### config.mk
export PLATFORM = sky130hd
export DESIGN_NAME = batt_test_sched
export DESIGN_NICKNAME = d
export VERILOG_FILES = /design/src/rtl/bts_pkg.sv /design/src/rtl/bts_interval_ctr.sv /design/src/rtl/bts_detach_mon.sv /design/src/rtl/bts_fail_acc.sv /design/src/rtl/batt_test_sched.sv
export SDC_FILE = /design/constraint.sdc
export NUM_CORES = 1
export LEC_CHECK = 0
export ABC_AREA = 1
export BUFFER_PORTS_ARGS = -buffer_cell sky130_fd_sc_hd__buf_2
export CAP_MARGIN = 20
export CORE_UTILIZATION = 25
export CTS_CLUSTER_SIZE = 24
export DETAILED_ROUTE_END_ITERATION = 8
export RECOVER_POWER = 50
export SKIP_CTS_REPAIR_TIMING = 1
export SLEW_MARGIN = 0
export SYNTH_ARGS = -nofsm -noshare
export SYNTH_HDL_FRONTEND = slang
export SYNTH_SLANG_ARGS = --single-unit
### constraint.sdc
create_clock -name clk -period 4.1 [get_ports clk]
set_input_delay 0.41 -clock clk [delete_from_list [all_inputs] [get_ports clk]]
set_output_delay 0.41 -clock clk [all_outputs]
set_load 0.05 [all_outputs]
### src/rtl/bts_pkg.sv
package bts_pkg;
   typedef enum logic [1:0] {
      PH_OFF  = 2'd0,
      PH_WAIT = 2'd1,
      PH_TEST = 2'd2
   } bts_phase_e;
endpackage

### src/rtl/bts_interval_ctr.sv
module bts_interval_ctr #(
   parameter int unsigned CW = 8
) (
   input  logic          clk,
   input  logic          rst_n,
   input  logic          tick,
   input  logic          load,
   input  logic [CW-1:0] load_val,
   output logic          expire
);
   localparam logic [CW-1:0] ONE = CW'(1);
   logic [CW-1:0] cnt_q;

   always_ff @(posedge clk or negedge rst_n) begin
      if (!rst_n)                   cnt_q <= '0;
      else if (load)                cnt_q <= load_val;
      else if (tick && cnt_q != '0) cnt_q <= cnt_q - ONE;
   end

   // fires on the tick that ends the programmed span
   assign expire = tick && (cnt_q == ONE);
endmodule

### src/rtl/bts_detach_mon.sv
module bts_detach_mon #(
   parameter int unsigned MIN_TICKS = 7
) (
   input  logic clk,
   input  logic rst_n,
   input  logic tick,
   input  logic present,
   output logic arm_pulse
);
   localparam int unsigned DW = $clog2(MIN_TICKS + 1);
   localparam logic [DW-1:0] LIMIT = DW'(MIN_TICKS);
   localparam logic [DW-1:0] ONE = DW'(1);

   logic [DW-1:0] away_q;
   logic          present_q;

   always_ff @(posedge clk or negedge rst_n) begin
      if (!rst_n) begin
         away_q    <= '0;
         present_q <= 1'b1;
      end else begin
         present_q <= present;
         if (present)                      away_q <= '0;
         else if (tick && away_q < LIMIT)  away_q <= away_q + ONE;
      end
   end

   // reattach after a long enough absence
   assign arm_pulse = present && !present_q && (away_q >= LIMIT);
endmodule

### src/rtl/bts_fail_acc.sv
module bts_fail_acc (
   input  logic clk,
   input  logic rst_n,
   input  logic clear,
   input  logic active,
   input  logic cmp_low,
   output logic bad
);
   logic seen_q;

   always_ff @(posedge clk or negedge rst_n) begin
      if (!rst_n)                  seen_q <= 1'b0;
      else if (clear)              seen_q <= 1'b0;
      else if (active && cmp_low)  seen_q <= 1'b1;
   end

   // verdict includes the reading of the final cycle
   assign bad = seen_q || cmp_low;
endmodule

### src/rtl/batt_test_sched.sv
module batt_test_sched
   import bts_pkg::*;
#(
   parameter int unsigned NORM_TICKS    = 86400,
   parameter int unsigned WARN_TICKS    = 5,
   parameter int unsigned PULSE_TICKS   = 1,
   parameter int unsigned DETACH_TICKS  = 7,
   parameter int unsigned RECOVER_TICKS = 1
) (
   input  logic clk,
   input  logic rst_n,
   input  logic tick,
   input  logic pwr_ok,
   input  logic batt_low,
   input  logic batt_here,
   output logic load_en,
   output logic warn_drive
);
   localparam int unsigned MAX_A = (NORM_TICKS > WARN_TICKS) ? NORM_TICKS : WARN_TICKS;
   localparam int unsigned MAX_B = (PULSE_TICKS > RECOVER_TICKS) ? PULSE_TICKS : RECOVER_TICKS;
   localparam int unsigned MAX_T = (MAX_A > MAX_B) ? MAX_A : MAX_B;
   localparam int unsigned CW    = $clog2(MAX_T + 1);
   localparam logic [CW-1:0] V_NORM  = CW'(NORM_TICKS);
   localparam logic [CW-1:0] V_WARN  = CW'(WARN_TICKS);
   localparam logic [CW-1:0] V_PULSE = CW'(PULSE_TICKS);
   localparam logic [CW-1:0] V_REC   = CW'(RECOVER_TICKS);

   generate
      if (NORM_TICKS < 1 || WARN_TICKS < 1 || PULSE_TICKS < 1 ||
          DETACH_TICKS < 1 || RECOVER_TICKS < 1) begin : g_bad_cfg
         $error("batt_test_sched: every interval must be at least one tick");
      end
   endgenerate

   bts_phase_e    phase_q, phase_d;
   logic          warn_q, warn_d;
   logic          armed_q, armed_d;
   logic          first_q, first_d;
   logic          ctr_load, ctr_expire;
   logic [CW-1:0] ctr_val;
   logic          acc_clear, verdict_bad, arm_pulse, test_done;

   bts_interval_ctr #(.CW(CW)) u_ctr (
      .clk(clk), .rst_n(rst_n), .tick(tick),
      .load(ctr_load), .load_val(ctr_val), .expire(ctr_expire)
   );

   bts_detach_mon #(.MIN_TICKS(DETACH_TICKS)) u_detach (
      .clk(clk), .rst_n(rst_n), .tick(tick),
      .present(batt_here), .arm_pulse(arm_pulse)
   );

   bts_fail_acc u_acc (
      .clk(clk), .rst_n(rst_n), .clear(acc_clear),
      .active(phase_q == PH_TEST), .cmp_low(batt_low), .bad(verdict_bad)
   );

   always_comb begin
      phase_d   = phase_q;
      warn_d    = warn_q;
      first_d   = first_q;
      ctr_load  = 1'b0;
      ctr_val   = '0;
      acc_clear = 1'b0;
      test_done = 1'b0;
      if (!pwr_ok) begin
         phase_d   = PH_OFF;
         first_d   = 1'b0;
         ctr_load  = 1'b1;
         acc_clear = 1'b1;
      end else begin
         case (phase_q)
            PH_OFF: begin
               phase_d  = PH_WAIT;
               ctr_load = 1'b1;
               ctr_val  = V_REC;
               first_d  = 1'b1;
            end
            PH_WAIT: begin
               if (ctr_expire) begin
                  phase_d   = PH_TEST;
                  ctr_load  = 1'b1;
                  ctr_val   = V_PULSE;
                  acc_clear = 1'b1;
               end
            end
            PH_TEST: begin
               if (ctr_expire) begin
                  test_done = 1'b1;
                  phase_d   = PH_WAIT;
                  first_d   = 1'b0;
                  ctr_load  = 1'b1;
                  acc_clear = 1'b1;
                  if (verdict_bad)            warn_d = 1'b1;
                  else if (armed_q || first_q) warn_d = 1'b0;
                  ctr_val = warn_d ? V_WARN : V_NORM;
               end
            end
            default: phase_d = PH_OFF;
         endcase
      end
      armed_d = arm_pulse || (armed_q && !test_done);
   end

   always_ff @(posedge clk or negedge rst_n) begin
      if (!rst_n) begin
         phase_q <= PH_OFF;
         warn_q  <= 1'b0;
         armed_q <= 1'b0;
         first_q <= 1'b0;
      end else begin
         phase_q <= phase_d;
         warn_q  <= warn_d;
         armed_q <= armed_d;
         first_q <= first_d;
      end
   end

   assign load_en    = (phase_q == PH_TEST);
   assign warn_drive = warn_q;
endmodule

; Yosys cells after proc, flatten, opt, wreduce, memory -nomap -nowiden
; Index checks and enable logic that the tools add are counted.
[classes]
add_sub_neg = 2
magnitude_cmp = 2
eq_ne = 6
muxes = 30
n_reduce_logical = 21
[op_table]
columns = op, count
row1 = $mux 17, 5
row2 = $pmux 17 s3, 1
row3 = $eq 17x1->1 const B, 1
row4 = $reduce_bool 17->1, 1
row5 = $sub 17x1->17 const B, 1
row6 = $mux 1, 16
row7 = $logic_and 1x1->1, 7
row8 = $mux 2, 3
row9 = $mux 3, 2
row10 = $ne 3x3->1 const B, 2
row11 = $pmux 2 s3, 1
row12 = $reduce_bool 2->1, 3
row13 = $pmux 1 s2, 2
row14 = $reduce_and 2->1, 2
row15 = $add 3x1->3 const B, 1
row16 = $ge 3x3->1 const B, 1
row17 = $logic_or 1x1->1, 3
row18 = $lt 3x3->1 const B, 1
row19 = $ne 3x1->1 const B, 1
row20 = $reduce_and 3->1, 1
row21 = $eq 2x1->1 const B, 1
row22 = $eq 2x2->1 const B, 1
row23 = $logic_not 1->1, 2
row24 = $logic_not 2->1, 1
row25 = $reduce_or 2->1, 1
[totals]
register_bits = 27
in_bits = 6
output_inout_bits = 2
wordCells = 69

; Longest topological paths before layout
[logic_depth]
word_depth = 11
depth_mapped = 15

; By module
; Synthesis repeated with hierarchy kept, for this count alone.
[unflattened]
hier_cells = 295
area_unflattened_um2 = 2026.9
[by_module_without_submodules]
columns = module, n_inst, cells_each, area_per_inst_um2, seq_area_each_um2
row1 = bts_interval_ctr, 1, 209, 1387.6, 425.4
row2 = batt_test_sched, 1, 58, 382.9, 125.1
row3 = bts_detach_mon, 1, 23, 212.7, 101.3
row4 = bts_fail_acc, 1, 5, 43.8, 25.0

; Worst setup path before layout
; Ideal clock, no wire load.
[synth_path]
path_kind = reg2reg
from = reg phase_q[0]
to = reg u_ctr.cnt_q[0]
t_arrival_ns = 1.650
t_required_ns = 4.035
path_slack_ns = 2.385
path_stages_with_launch = 11
period_less_slack_ns = 1.715
cell_sequence = dfrtp_1 -> inv_1 -> ha_1 -> inv_1 -> o21ai_0 -> nand2_1 -> nand2_1 -> nand2_1 -> nand2_1 -> nand2_1 -> nand2_1
[synth_via]
elab_chain_len = 5
[synth_lines]
columns = element, line
row1 = "start, declared", batt_test_sched.sv:35  ; bts_phase_e phase_q, phase_d;
row2 = "start signal, assigned", batt_test_sched.sv:112  ; phase_q <= phase_d;
row3 = $eq 2x2->1 (*), n/a
row4 = via load_en, batt_test_sched.sv:16  ; output logic load_en,
row5 = $reduce_or 2->1 (no line), n/a
row6 = $pmux 1 s2, batt_test_sched.sv:72  ; case (phase_q)
row7 = $mux 1, batt_test_sched.sv:66  ; if (!pwr_ok) begin
row8 = $mux 17 or $reduce_bool 2->1 (tied branches), n/a
row9 = "end signal, assigned", bts_interval_ctr.sv:16  ; else if (load) cnt_q <= load_val;
row10 = "end signal, assigned", bts_interval_ctr.sv:17  ; else if (tick && cnt_q != '0) cnt_q <= cnt_q - ONE;
row11 = "end, declared", bts_interval_ctr.sv:12  ; logic [CW-1:0] cnt_q;
; Mark *: on every way through the listed nets, which the timed path passes. The rest lies on a longest branch.
; A chain may end at the register's enable or synchronous reset.

; Worst setup path after layout
[layout_path]
from = reg phase_q[0]
to = out load_en
[layout_via]
elab_chain_len = 1
[layout_lines]
columns = element, line
row1 = $eq 2x2->1, batt_test_sched.sv:119  ; assign load_en = (phase_q == PH_TEST);
row2 = "end, declared", batt_test_sched.sv:16
; Every way passes these cells.

==> results.rst <==
.. list-table::
   :header-rows: 1

   * - Metric
     - Value
   * - Synth area leader
     - sky130_fd_sc_hd__dfrtp_1
   * - Fill count
     - 742
   * - Average instance area after synthesis
     - 7.61 um^2
   * - Pins Over Slew Limit
     - 28
   * - Maximum fanout along the worst path
     - 5
   * - CP startpoint kind
     - flip-flop
   * - Max clock buf depth
     - 2
   * - Cell-internal power
     - 0.709 mW
   * - Reg2reg end
     - u_ctr.cnt_q[1]
   * - Shortest clock period the worst path allows after layout
     - 1790 ps
   * - Net Sw Frac
     - 50.8%
   * - Post-Place Setup Slack
     - 2330 ps
   * - Die ar.
     - 7560 um^2
   * - TritonCTS clock tree
     - yes
   * - Clk slew on worst S/H paths
     - 90 ps
   * - Endpoint required time on the critical path
     - 3690 ps
   * - Worst min path class
     - in -> reg
   * - Proportion of synthesized chip area in sequential cells
     - 37.5%
   * - PortBufs
     - 7
   * - Sink Count
     - 27
   * - Synthesized netlist net count
     - 252
   * - Routability congestion estimate
     - 0.825
   * - Source of the critical timing path
     - phase_q[0]
   * - Global-route wire length before repair
     - 6290 um
   * - Part of the total power dissipated in combinational logic
     - 61.3%
   * - Antenna diode count
     - 0
   * - Final net count
     - 260
   * - Length of the first detailed-routing pass in iterations
     - 4
   * - Chip width
     - 86.9 um
   * - Maximum operating frequency
     - 560 MHz
   * - Total CTS buffers
     - 3
   * - Endpoint of the most critical setup path
     - load_en
   * - Normalized max-slew margin
     - -2.14%
   * - Critical Setup Path Class
     - reg -> out
   * - Post-route ant nets
     - 0
   * - Share of synthesized flip-flops with an asynchronous set or reset
     - 100%
   * - Vias
     - 1,428
   * - Violations in the final reports
     - capacitance limit, slew limit
   * - Maximum number of pins on one net before global-route repair
     - 28
   * - Boundary pin count
     - 8
   * - Aggregate global routing overflow
     - 0
   * - Area grow syn2layout
     - 9.51%
   * - Final worst clock skew
     - 2.70 ps
   * - Critical path arrival
     - 1380 ps
   * - Initial Util
     - 26.2%
   * - Number of DRC violations after detailed-routing iteration 0
     - 98
   * - Minimum setup slack in the final design
     - 2310 ps
   * - H-tree levels
     - 1
   * - Number of instances in the synthesized netlist
     - 237
   * - Avg WL per Cell
     - 10.7 um
   * - Worst skew pair latency
     - 270 ps
   * - Kind of end point of the critical path
     - output port
   * - Row cnt
     - 30
   * - FF+latch count, synth
     - 27
   * - Startpoint of the worst-slack reg-to-reg timing path
     - u_ctr.cnt_q[1]
   * - MaxCap Viol Count
     - 1
   * - Period utilization
     - 43.6%
   * - Final-layout setup total negative slack
     - 0 ps
   * - Clock group share of total power
     - 10.7%
   * - Worst IR drop on VDD
     - 192 uV
   * - Area share of the leading cell type in the synthesized netlist
     - 36.1%
   * - Setup Viol. Count Final
     - 0
   * - Die Y-Extent
     - 86.9 um
   * - Run status
     - finished with violations
   * - Post-placement cell area
     - 1930 um^2
   * - Cell chosen for the clock root
     - sky130_fd_sc_hd__clkbuf_8
   * - Cell area after layout
     - 1970 um^2
   * - Distinct cell type count of the synthesized netlist
     - 35
   * - Slew at the pin closest to its max-slew limit
     - 1530 ps
   * - Via count of the first global-routing pass
     - 1,421
   * - Combined area of all synthesized cells
     - 1800 um^2
   * - Via count normalized by instance count
     - 4.20
   * - Dominant synthesized flop cell
     - sky130_fd_sc_hd__dfrtp_1
   * - Register-to-register setup slack
     - 2340 ps
   * - Leakage power figure
     - 1.03 nW
   * - DP Wirelength
     - 2740 um
   * - Placeable Area
     - 6870 um^2
   * - Main area contributors after synthesis
     - sky130_fd_sc_hd__dfrtp_1 (36%), sky130_fd_sc_hd__nand2_1 (12%), sky130_fd_sc_hd__nor2_1 (6.9%)
   * - Ys Warns
     - 0
   * - # DRC
     - 0
   * - Global router's overall resource usage
     - 10.5%
   * - Worst Reg-to-Reg Cells
     - 13
   * - Antenna violations before repair
     - 0
   * - Fraction of layout instances using a drive strength above 1
     - 13.1%
   * - Most common cell after layout, fill and taps aside
     - sky130_fd_sc_hd__nand2_1
   * - Pwr Density
     - 730 nW/um^2
   * - Total net switching power
     - 0.732 mW
   * - Final Hold Fails
     - 0
   * - Drt total wl
     - 3630 um
   * - Number of enable-type register cells in the synthesized netlist
     - 0
   * - Commonest cells after routing, fill and taps aside
     - sky130_fd_sc_hd__nand2_1 (58), sky130_fd_sc_hd__nor2_1 (33), sky130_fd_sc_hd__inv_1 (26), sky130_fd_sc_hd__dfrtp_1 (26), sky130_fd_sc_hd__nand3_1 (12)
   * - RSZ-0062 raised after global routing
     - no
   * - Sequential share of power
     - 27.9%
critical path: stages, from the launching register on:
cell                      delay (ps)
sky130_fd_sc_hd__dfrtp_1         410
sky130_fd_sc_hd__inv_1           120
sky130_fd_sc_hd__ha_1            270
sky130_fd_sc_hd__buf_2           300
layer usage:
layer  up-vias  wire length, um  global-route usage, %
met5         -                0                      0
met4         0              108                   5.00
met3         9               50                   1.61
met2        15             1620                   17.2
met1       639             1860                   13.5
li1        765                -                      -
cell usage after synthesis, types with 2 or more instances:
cell	number
sky130_fd_sc_hd__nand3_2	3
sky130_fd_sc_hd__o211ai_1	2
sky130_fd_sc_hd__a21oi_1	2
sky130_fd_sc_hd__clkbuf_1	2
sky130_fd_sc_hd__nand2_2	4
sky130_fd_sc_hd__dfrtp_1	26
sky130_fd_sc_hd__inv_1	26
sky130_fd_sc_hd__nor2_2	3
sky130_fd_sc_hd__nand2_4	2
sky130_fd_sc_hd__xor2_1	8
sky130_fd_sc_hd__nor3_1	6
sky130_fd_sc_hd__nor2_1	33
sky130_fd_sc_hd__nor2_4	4
sky130_fd_sc_hd__o21ai_0	8
sky130_fd_sc_hd__inv_2	4
sky130_fd_sc_hd__nand4_1	7
sky130_fd_sc_hd__xnor2_1	3
sky130_fd_sc_hd__ha_1	9
sky130_fd_sc_hd__nand3_1	12
sky130_fd_sc_hd__nand2_1	58
registers in the layout, indices dropped and copies added, names as in the netlist:
name                cells
u_ctr.cnt_q            17
u_detach.away_q         3
phase_q                 2
armed_q                 1
first_q                 1
u_acc.seen_q            1
u_detach.present_q      1
warn_drive              1
stage by stage:
| stage | power [mW] | hold WS, ps | util [%] | instances |
|---|---|---|---|---|
| after floorplan | 1.12 | 114 | - | 237 |
| after global placement | 1.28 | 467 | 28.1 | 336 |
| after detailed placement | 1.28 | 470 | 28.1 | 336 |
| after CTS | 1.44 | 164 | 28.8 | 340 |
| after global routing | 1.58 | 261 | 28.7 | 340 |
| final | 1.44 | 263 | 28.7 | 340 |
worst min path at each step:
| stage | startpoint | endpoint | slack, ps | cells after the start |
|---|---|---|---|---|
| 2_1_floorplan | rst_n | armed_q | 110 | 0 |
| 3_3_place_gp | rst_n | u_detach.away_q[2] | 470 | 1 |
| 3_5_place_dp | rst_n | u_detach.away_q[2] | 470 | 1 |
| 4_1_cts | rst_n | u_detach.away_q[2] | 160 | 1 |
| 5_1_grt | batt_here | u_detach.present_q | 260 | 1 |
| 6_report | batt_here | u_detach.present_q | 260 | 1 |
cells by family after synthesis:
| kind of cell | Yosys count | share of synthesized area (%) |
|---|---|---|
| simple gates | 136 | 36.3 |
| xor+xnor | 11 | 5.34 |
| flops | 27 | 37.5 |
| compound gates | 20 | 6.87 |
| fa+ha+maj | 9 | 6.25 |
| buf+inv | 34 | 7.70 |
power by group through the flow:
stage	clock (mW)	combinational [mW]	sequential, mW
after floorplan	0	0.731	0.390
after global placement	0	0.879	0.404
after detailed placement	0	0.875	0.404
after CTS	0.163	0.882	0.401
after global routing	0.171	1.00	0.409
final	0.155	0.884	0.402
area by class of cell:
type                            count  area [um^2]  share of cell area [%]
Timing Repair Buffer                7         32.5                    1.65
Clock buffer                        4         45.0                    2.28
Tap cell                           96          120                    6.08
Sequential cell                    27          677                    34.3
Multi-Input combinational cell    176          987                    50.0
Inverter                           30          113                    5.70
No activity file was read; power rests on OpenSTA's default activity.
